[config.mk]
export PLATFORM = sky130hd
export DESIGN_NAME = spi_irq_ctrl
export DESIGN_NICKNAME = d
export VERILOG_FILES = /design/src/rtl/spi_irq_pkg.sv /design/src/rtl/irq_status_reg.sv /design/src/rtl/irq_enable_regs.sv /design/src/rtl/irq_out_reg.sv /design/src/rtl/spi_irq_ctrl.sv
export SDC_FILE = /design/constraint.sdc
export NUM_CORES = 1
export LEC_CHECK = 0
export BUFFER_PORTS_ARGS = -buffer_cell sky130_fd_sc_hd__buf_2
export CORE_ASPECT_RATIO = 0.9
export CORE_MARGIN = 1
export CORE_UTILIZATION = 31
export DETAILED_ROUTE_END_ITERATION = 12
export GPL_TIMING_DRIVEN = 0
export PLACE_DENSITY = 0.78
export SLEW_MARGIN = 25
export SYNTH_ARGS = -nofsm -noshare
export SYNTH_HDL_FRONTEND = slang
export SYNTH_SLANG_ARGS = --single-unit
export TNS_END_PERCENT = 100
[constraint.sdc]
create_clock -name clk -period 0.8 [get_ports clk]
set_input_delay 0.12 -clock clk [delete_from_list [all_inputs] [get_ports clk]]
set_output_delay 0.12 -clock clk [all_outputs]
set_load 0.1 [all_outputs]
[src/rtl/spi_irq_pkg.sv]
package spi_irq_pkg;
   localparam int unsigned NUM_SRC = 6;
   localparam int unsigned POS_TX_EMPTY     = 2;
   localparam int unsigned POS_TX_UNDERRUN  = 3;
   localparam int unsigned POS_RX_FULL      = 4;
   localparam int unsigned POS_RX_OVERRUN   = 5;
   localparam int unsigned POS_TX_HALF      = 6;
   localparam int unsigned POS_RX_NOT_EMPTY = 8;

   function automatic int unsigned src_pos(input int unsigned idx);
      case (idx)
         0: return POS_TX_EMPTY;
         1: return POS_TX_UNDERRUN;
         2: return POS_RX_FULL;
         3: return POS_RX_OVERRUN;
         4: return POS_TX_HALF;
         default: return POS_RX_NOT_EMPTY;
      endcase
   endfunction

   function automatic logic [31:0] defined_mask();
      logic [31:0] m;
      m = '0;
      for (int unsigned k = 0; k < NUM_SRC; k++) m[src_pos(k)] = 1'b1;
      return m;
   endfunction
endpackage

[src/rtl/irq_status_reg.sv]
module irq_status_reg
   import spi_irq_pkg::*;
#(
   parameter int unsigned DATA_W = 32
) (
   input  logic              clk,
   input  logic              rst_n,
   input  logic              we,
   input  logic [DATA_W-1:0] wdata,
   input  logic [DATA_W-1:0] hw_set,
   output logic [DATA_W-1:0] stat_q
);
   localparam logic [DATA_W-1:0] MASK = DATA_W'(defined_mask());

   logic [DATA_W-1:0] toggled;
   logic [DATA_W-1:0] stat_d;

   always_comb begin
      toggled = we ? (stat_q ^ wdata) : stat_q;
      stat_d  = (toggled | hw_set) & MASK;
   end

   always_ff @(posedge clk or negedge rst_n) begin
      if (!rst_n) stat_q <= '0;
      else        stat_q <= stat_d;
   end

   // without a write no set bit drops
   p_sticky_r3: assert property (@(posedge clk) disable iff (!rst_n)
      !we |=> ((stat_q & $past(stat_q)) == $past(stat_q)));
   // a hardware set always lands, even against a toggle
   p_hw_wins_r5: assert property (@(posedge clk) disable iff (!rst_n)
      1'b1 |=> ((stat_q & ($past(hw_set) & MASK)) == ($past(hw_set) & MASK)));
   // write with no hardware set toggles the written bits
   p_toggle_r4: assert property (@(posedge clk) disable iff (!rst_n)
      (we && hw_set == '0) |=> (stat_q == (($past(stat_q) ^ $past(wdata)) & MASK)));
   // undefined bits stay zero
   p_undef_zero_r7: assert property (@(posedge clk) disable iff (!rst_n)
      (stat_q & ~MASK) == '0);
endmodule

[src/rtl/irq_enable_regs.sv]
module irq_enable_regs
   import spi_irq_pkg::*;
#(
   parameter int unsigned DATA_W  = 32,
   parameter int unsigned GIE_BIT = 31
) (
   input  logic              clk,
   input  logic              rst_n,
   input  logic              ien_we,
   input  logic              gie_we,
   input  logic [DATA_W-1:0] wdata,
   output logic [DATA_W-1:0] ien_q,
   output logic              gie_bit
);
   localparam logic [DATA_W-1:0] MASK = DATA_W'(defined_mask());

   always_ff @(posedge clk or negedge rst_n) begin
      if (!rst_n) begin
         ien_q   <= '0;
         gie_bit <= 1'b0;
      end else begin
         if (ien_we) ien_q   <= wdata & MASK;
         if (gie_we) gie_bit <= wdata[GIE_BIT];
      end
   end

   // enable never holds undefined bits
   p_ien_defined_r7: assert property (@(posedge clk) disable iff (!rst_n)
      (ien_q & ~MASK) == '0);
   // global enable only moves on its strobe
   p_gie_hold_r8: assert property (@(posedge clk) disable iff (!rst_n)
      !gie_we |=> $stable(gie_bit));
endmodule

[src/rtl/irq_out_reg.sv]
module irq_out_reg #(
   parameter int unsigned DATA_W = 32
) (
   input  logic              clk,
   input  logic              rst_n,
   input  logic [DATA_W-1:0] stat_q,
   input  logic [DATA_W-1:0] ien_q,
   input  logic              gie_bit,
   output logic              irq
);
   logic pend;

   always_comb pend = (|(stat_q & ien_q)) & gie_bit;

   always_ff @(posedge clk or negedge rst_n) begin
      if (!rst_n) irq <= 1'b0;
      else        irq <= pend;
   end

   // global enable off forces the line low next cycle
   p_gie_gate_r8: assert property (@(posedge clk) disable iff (!rst_n)
      !gie_bit |=> !irq);
   // nothing enabled means no request next cycle
   p_no_enabled_r9: assert property (@(posedge clk) disable iff (!rst_n)
      ((stat_q & ien_q) == '0) |=> !irq);
   // an enabled pending bit under global enable raises the line
   p_raise_r9: assert property (@(posedge clk) disable iff (!rst_n)
      (gie_bit && (stat_q & ien_q) != '0) |=> irq);
endmodule

[src/rtl/spi_irq_ctrl.sv]
module spi_irq_ctrl
   import spi_irq_pkg::*;
#(
   parameter int unsigned DATA_W  = 32,
   parameter int unsigned GIE_BIT = 31
) (
   input  logic              clk,
   input  logic              rst_n,
   input  logic              stat_we,
   input  logic              ien_we,
   input  logic              gie_we,
   input  logic [DATA_W-1:0] wdata,
   input  logic              rx_not_empty,
   input  logic              rx_full,
   input  logic              rx_overrun,
   input  logic              tx_empty,
   input  logic              tx_underrun,
   input  logic              tx_half_empty,
   output logic [DATA_W-1:0] stat_q,
   output logic [DATA_W-1:0] ien_q,
   output logic [DATA_W-1:0] gie_q,
   output logic              irq
);
   initial begin
      if (GIE_BIT >= DATA_W) $error("GIE_BIT must lie inside DATA_W");
      if (DATA_W <= POS_RX_NOT_EMPTY) $error("DATA_W too narrow for status layout");
   end

   logic [NUM_SRC-1:0] src_vec;
   logic [DATA_W-1:0]  hw_set;
   logic               gie_bit;

   assign src_vec = {rx_not_empty, tx_half_empty, rx_overrun, rx_full, tx_underrun, tx_empty};

   for (genvar g = 0; g < DATA_W; g++) begin : g_map
      if (g == POS_TX_EMPTY)          begin : g_s0 assign hw_set[g] = src_vec[0]; end
      else if (g == POS_TX_UNDERRUN)  begin : g_s1 assign hw_set[g] = src_vec[1]; end
      else if (g == POS_RX_FULL)      begin : g_s2 assign hw_set[g] = src_vec[2]; end
      else if (g == POS_RX_OVERRUN)   begin : g_s3 assign hw_set[g] = src_vec[3]; end
      else if (g == POS_TX_HALF)      begin : g_s4 assign hw_set[g] = src_vec[4]; end
      else if (g == POS_RX_NOT_EMPTY) begin : g_s5 assign hw_set[g] = src_vec[5]; end
      else                            begin : g_nn assign hw_set[g] = 1'b0; end
   end

   irq_status_reg #(.DATA_W(DATA_W)) u_stat (
      .clk(clk), .rst_n(rst_n), .we(stat_we), .wdata(wdata),
      .hw_set(hw_set), .stat_q(stat_q));

   irq_enable_regs #(.DATA_W(DATA_W), .GIE_BIT(GIE_BIT)) u_en (
      .clk(clk), .rst_n(rst_n), .ien_we(ien_we), .gie_we(gie_we),
      .wdata(wdata), .ien_q(ien_q), .gie_bit(gie_bit));

   irq_out_reg #(.DATA_W(DATA_W)) u_out (
      .clk(clk), .rst_n(rst_n), .stat_q(stat_q), .ien_q(ien_q),
      .gie_bit(gie_bit), .irq(irq));

   always_comb begin
      gie_q = '0;
      gie_q[GIE_BIT] = gie_bit;
   end

   // a held receive level keeps its bit set
   p_level_rearm_r6: assert property (@(posedge clk) disable iff (!rst_n)
      rx_not_empty |=> stat_q[POS_RX_NOT_EMPTY]);
   // each pulse source shows at its position
   p_overrun_pos_r2: assert property (@(posedge clk) disable iff (!rst_n)
      rx_overrun |=> stat_q[POS_RX_OVERRUN]);
endmodule

==> summary.md, run 1 <==
| Metric | Value |
|---|---|
| Net Sw Power | 0.002668 W |
| P_int | 0.001933 W |
| Remaining Overflow, GRT | 0 |
| DR pass1 iterations | 2 |
| Yosys warning total | 0 |
| Period minus WS final | 1051 ps |
| Cell variety after synth | 13 |
| Area share of the largest cell type after synthesis | 50.40% |
| H-tree depth | 1 |
| Final Non-Filler Cells | 302 |
| Row Count | 21 |
| Combinational power share | 65.7% |
| Number of synthesized flops with an enable pin | 0 |
| Worst setup EP type | primary output |
| Crit path cell chain | buf_12 |
| Max_cap viols | 0 |
| Ys async rst share | 100.0% |
| Via-to-Cell Ratio | 3.248 |
| Total track usage | 11.64% |
| Placed cell count | 290 |
| Synth cell count leaders | 84 x buf_4, 14 x dfrtp_1 |
| TritonCTS clock tree | done |
| First-pass GRT wire length | 3.629 mm |
| Slowest stage delay, CP | 510 ps |
| Final setup margin | -251.3 ps |
| Seq pwr share | 19.2% |
| Post-route ant nets | 0 |
| Final setup fails | 27 |
| Final wirelength | 2.540 mm |
| Synthesized area | 1251 um^2 |
| WP data arrival | 930 ps |
| Synth Flop Type | dfrtp_1 |
| IO Count | 140 |
| VDD IR max | 0.9142 mV |
| Number of global-route vias before repair | 792 |
| Crit Path Class | flop to primary output |
| Final nets | 300 |
| Sequential-to-total area share from yosys stat | 28.00% |
| Switching share of power | 57.99% |
| Chip Height | 62.27 um |
| Type of the worst min-delay path | primary input to flop |
| CTS Root Cell | clkbuf_8 |
| Clk buf depth | 2 |
| Final hold viol count | 0 |
| Power density over cell area | 2092 nW/um^2 |
| Die width | 68.97 um |
| Total clock sinks | 14 |
| Cell taking the most area after synthesis | buf_4 |
| Clk pwr share | 15.0% |
| Gate Count Post-Synth | 132 |
| Worst setup SP type | flop |
| RSZ-0062 raised after global routing | yes |
| CORE AREA | 3784 um^2 |
| Mean routed wirelength per cell | 8.411 um |
| Top post-synthesis cells by area | buf_4 50%, dfrtp_1 28%, mux2_4 7.2% |
| Initial drt markers | 13 |
| DIE AREA | 4294 um^2 |
| Clock Latency Late Sink | 240 ps |
| Worst hold slack | 64.25 ps |
| Pin count of the biggest net entering global routing | 15 |
| Leak pwr | 1.292 nW |
| N_diodes | 0 |
| Via Count | 981 |
| Avg Inst Size Synth | 9.479 um^2 |
| Share of cells above drive strength 1 | 59.77% |
| Outcome | finished, violations left |
| Fin crit share | 131.4% |
| Clock Pin Slew Worst Setup and Hold Paths | 60 ps |
| Hpwl dp | 1.954 mm |
| Initial antenna violation count | 0 |
| Initial core utilization | 33.07% |
| WP data required | 680 ps |
| Most frequent cell after synthesis | buf_4 |
| Buf/Inv on CP | 1 |
| Layout Skew | 2.029 ps |
| GP Congestion | 0.6498 |
| Synthesized flop and latch total | 14 |
| Cell family with most CP delay | flip-flops |
| Failing checks | negative setup slack |
| Layout area overhead | 75.80% |
| Post-route DRC violation count | 0 |
| DP Worst Slack | -157.0 ps |
| IO buf count | 30 |
| Final Max Slew Viols | 0 |
| Critical path's slowest cell | dfrtp_4 |
| TritonCTS buffer count | 3 |
| Largest fanout on the critical path | 4 |
| Max Fclk | 951.2 MHz |
-- kinds of logic (layout without fill, tap and decap cells) --
group | after synthesis | in the layout | share of synthesized area (%)
compound gates | 17 | 17 | 8.700
buf+inv | 87 | 129 | 52.50
flops | 14 | 14 | 28.00
mux | 6 | 6 | 7.200
other cells | 1 | 83 | 0.2997
simple gates | 7 | 7 | 3.300
-- metal layers --
layer  wire length [um]  vias to the layer above  share of wire (%)  track usage, %
met4                  8                        0               0.31           3.061
li1                   -                      511                  -               -
met5                  0                        -                  0               0
met2               1373                       60                 54           20.51
met1                860                      408                 34           12.23
met3                297                        2                 12           4.963
-- final cells by class --
type	count	area, um^2
clock buffers	4	55.05
multi-input cells	113	590.6
well taps	46	57.56
flip-flops and latches	14	395.4
inverters	1	3.754
plain buffers	86	656.9
repair buffers	38	440.4
fillers	342	1584
-- state kept, by name, indices dropped and copies added, names as in the netlist --
signal	cells
u_en.ien_q	6
u_stat.stat_q	6
u_out.irq	1
u_en.gie_bit	1
-- power groups by stage --
| stage | clock [W] | combinational (W) | sequential, W |
|---|---|---|---|
| 6_report | 0.000692 | 0.00302 | 0.000884 |
| 5_1_grt | 0.000742 | 0.00311 | 0.000895 |
| 3_5_place_dp | 0 | 0.00273 | 0.000864 |
| 3_3_place_gp | 0 | 0.00273 | 0.000862 |
| 2_1_floorplan | 0 | 0.00217 | 0.00127 |
| 4_1_cts | 0.000704 | 0.00299 | 0.000879 |
-- final timing paths --
check / start / endpoint / slack (ps) / cells past startpoint
min reg2reg: u_en.gie_bit$_DFFE_PN0P_ / u_out.irq$_DFF_PN0_ / 560 / 2
max: u_stat.stat_q[4]$_DFF_PN0_ / stat_q[4] / -250 / 1
max in group asynchronous: rst_n / u_stat.stat_q[4]$_DFF_PN0_ / 220 / 2
min: tx_underrun / u_stat.stat_q[3]$_DFF_PN0_ / 60 / 2
min in group asynchronous: rst_n / u_en.gie_bit$_DFFE_PN0P_ / 310 / 2
max reg2reg: u_stat.stat_q[2]$_DFF_PN0_ / u_out.irq$_DFF_PN0_ / -190 / 3
-- stage by stage --
stage               power [W]  setup TNS, ps  cell area, um^2  util, %
floorplan            0.003445          -3022             1614        -
global placement     0.003587          -2430             1822    48.15
detailed placement   0.003596          -2545             1822    48.15
CTS                  0.004569          -5118             2170    57.34
global route         0.004748          -5733             2200    58.13
finish               0.004601          -5066             2200    58.13
-- placed cells by master (no fill, tap or decap), drive strengths merged --
cell,instances
mux2,6
o21bai,6
conb,83
nand2,1
a22oi,3
o21ai,1
clkbuf,4
and3,6
inv,1
dlygate4sd3,1
a31oi,1
a21oi,6
buf,123
dfrtp,14
-- repair_timing --
item | in CTS | in global routing
hold buffers | 1 | 0
hold endpoints to repair | 14 | 0
setup buffers | 7 | 0
resized for setup | 61 | 7
pin swaps | 2 | 5
endpoints found under the setup margin | 27 | 27
(Power assumes the default switching activity.)
==> run 2, diff against run 1 <==
--- a/config.mk
+++ b/config.mk
@@ -12,6 +12,7 @@
 export DETAILED_ROUTE_END_ITERATION = 12
 export GPL_TIMING_DRIVEN = 0
 export PLACE_DENSITY = 0.78
+export RECOVER_POWER = 25
 export SLEW_MARGIN = 25
 export SYNTH_ARGS = -nofsm -noshare
 export SYNTH_HDL_FRONTEND = slang
==> run 2 against run 1 <==
  * The flow still finishes with violations (negative setup slack)
  * Register-to-register slack is essentially flat
  * Sequential share of layout area unchanged
  * Cell count stayed put
  * First-iteration DRC count is the same
  * Combinational power hardly changed
  * Clock-buffer cell count is the same
  * Maximum frequency stayed put
  * Global-route usage stayed put
  * Wire length barely moved
  * Clock power barely moved
  * Non-clock buffer count is the same
  * Largest cell class unchanged
  * Largest power group unchanged
==> summary.md, run 2 (synthesis results as in run 1) <==
| Metric | Value |
|---|---|
| Max_cap viols | 0 (unchanged) |
| GP Congestion | 0.6498 (unchanged) |
| Clk buf depth | 2 (unchanged) |
| Reg2Reg Depth | 3 (unchanged) |
| Share of cells above drive strength 1 | 59.77% (unchanged) |
| Clock Pin Slew Worst Setup and Hold Paths | 60 ps (about the same) |
| Tot Pwr | 0.004601 W (about the same) |
| TritonCTS clock tree | done |
| Crit Path Class | flop to primary output |
| Hold path start | tx_underrun |
| Fin crit share | 131.4% (unchanged) |
| Final hold viol count | 0 (unchanged) |
| Power density over cell area | 2092 nW/um^2 (about the same) |
| Most frequent cells in the layout | 84 x buf_4, 83 x conb_1, 15 x buf_2 |
| Critical path's slowest cell | dfrtp_4 |
| Area after DPL | 1822 um^2 (unchanged) |
| Chip Height | 62.27 um (unchanged) |
| Period minus WS final | 1051 ps (unchanged) |
| Top flop regs | u_en.ien_q: 6 flops, u_stat.stat_q: 6 flops |
| H-tree depth | 1 (unchanged) |
| Finished Core Util | 58.13% (unchanged) |
| Via Count | 981 (unchanged) |
| Initial core utilization | 33.07% (unchanged) |
| FF-to-FF Start | u_stat.stat_q[2]$_DFF_PN0_ |
| Remaining Overflow, GRT | 0 (unchanged) |
| Final wirelength | 2.538 mm (about the same) |
| Clock Latency Late Sink | 240 ps (about the same) |
| Total clock sinks | 14 (unchanged) |
| WP data required | 680 ps (about the same) |
| DR pass1 iterations | 2 (unchanged) |
| Failing checks | negative setup slack |
| TritonCTS buffer count | 3 (unchanged) |
| Initial drt markers | 13 (unchanged) |
| Pin count of the biggest net entering global routing | 15 (unchanged) |
| Final nets | 300 (unchanged) |
| Layout Skew | 2.029 ps (unchanged) |
| Post-route ant nets | 0 (unchanged) |
| DP Worst Slack | -157.0 ps (unchanged) |
| Slowest stage delay, CP | 510 ps (about the same) |
| Max Fclk | 951.2 MHz (unchanged) |
| Type of the worst min-delay path | primary input to flop |
| DIE AREA | 4294 um^2 (unchanged) |
| Die width | 68.97 um (unchanged) |
| Worst setup SP type | flop |
| VDD IR max | 0.9142 mV (about the same) |
| Final setup margin | -251.3 ps (unchanged) |
| Post-route cell area | 2200 um^2 (unchanged) |
| Outcome | finished, violations left |
| Leak pwr | 1.292 nW (about the same) |
| Cell family with most CP delay | flip-flops |
| Crit path cell chain | buf_12 |
| N_diodes | 0 (unchanged) |
| Total track usage | 11.64% (unchanged) |
| Most common cell after layout, fill and taps aside | buf_4 |
| Buf/Inv on CP | 1 (unchanged) |
| Hpwl dp | 1.954 mm (unchanged) |
| First-pass GRT wire length | 3.629 mm (unchanged) |
| Worst hold stages | 2 (unchanged) |
| WP data arrival | 930 ps (about the same) |
| RSZ-0062 raised after global routing | yes |
| Mean routed wirelength per cell | 8.404 um (about the same) |
| CTS Root Cell | clkbuf_8 |
| Initial antenna violation count | 0 (unchanged) |
| Via-to-Cell Ratio | 3.248 (unchanged) |
| Row Count | 21 (unchanged) |
| FF-to-FF End | u_out.irq$_DFF_PN0_ |
| IO buf count | 30 (unchanged) |
| Final Max Slew Viols | 0 (unchanged) |
| Worst setup EP type | primary output |
| Final setup fails | 27 (unchanged) |
| CORE AREA | 3784 um^2 (unchanged) |
| Number of global-route vias before repair | 792 (unchanged) |
| IO Count | 140 (unchanged) |
| Post-route DRC violation count | 0 (unchanged) |
| Largest fanout on the critical path | 4 (unchanged) |
| Setup TNS | -5066 ps (+0.08000 ps) |
| Layout area overhead | 75.80% (unchanged) |
| R2r setup slk | -190 ps (about the same) |
| Worst Hold End | u_stat.stat_q[3]$_DFF_PN0_ |
[run 2: changes by cell type in the layout (fill, tap and decap cells not counted)]
cell      before  now
clkbuf_2       0    1
buf_2         16   15
[run 2: how the worst max path moves through the flow]
stage	to	cells after the start	startpoint	slack [ps]
floorplan	u_out.irq$_DFF_PN0_	2	u_en.ien_q[3]$_DFFE_PN0P_	-240
global placement	stat_q[5]	1	u_stat.stat_q[5]$_DFF_PN0_	-150
detailed placement	gie_q[31]	2	u_en.gie_bit$_DFFE_PN0P_	-160
CTS	stat_q[4]	1	u_stat.stat_q[4]$_DFF_PN0_	-250
global route	stat_q[4]	1	u_stat.stat_q[4]$_DFF_PN0_	-270
finish	stat_q[4]	1	u_stat.stat_q[4]$_DFF_PN0_	-250
[run 2: power by group]
part / internal (W) / switching (W)
Clock: 0.000436 / 0.000256
Sequential: 0.000802 / 0.0000828
Combinational: 0.000695 / 0.00233
Total: 0.00193 / 0.00267
[run 2: cell type report]
type | instances | area [um^2]
fill | 342 | 1584
sequential | 14 | 395.4
clock buffer | 4 | 55.05
inverter | 1 | 3.754
tap | 46 | 57.56
multi-input combinational | 113 | 590.6
timing repair buffer | 38 | 440.4
buffer | 86 | 656.9
[run 2: what timing repair did]
item,in CTS,in global routing
pin swaps,2,5
endpoints found under the hold margin,14,0
hold buffers,1,0
buffers inserted,7,0
gates resized for setup,61,7
cloned,0,0
endpoints found under the setup margin,27,27
[run 2: metal layers]
layer	up-vias	wire length [um]	GRT usage, %
li1	511	-	-
met2	60	1372	20.51
met5	-	0	0
met1	408	859	12.23
met3	2	297	4.963
met4	0	8	3.061
[run 2: through the flow]
step / std cells / hold WS [ps]
floorplan: 214 / -175.6
global placement: 290 / 29.61
detailed placement: 290 / 28.93
CTS: 302 / 60.63
global route: 302 / 60.91
finish: 302 / 64.25
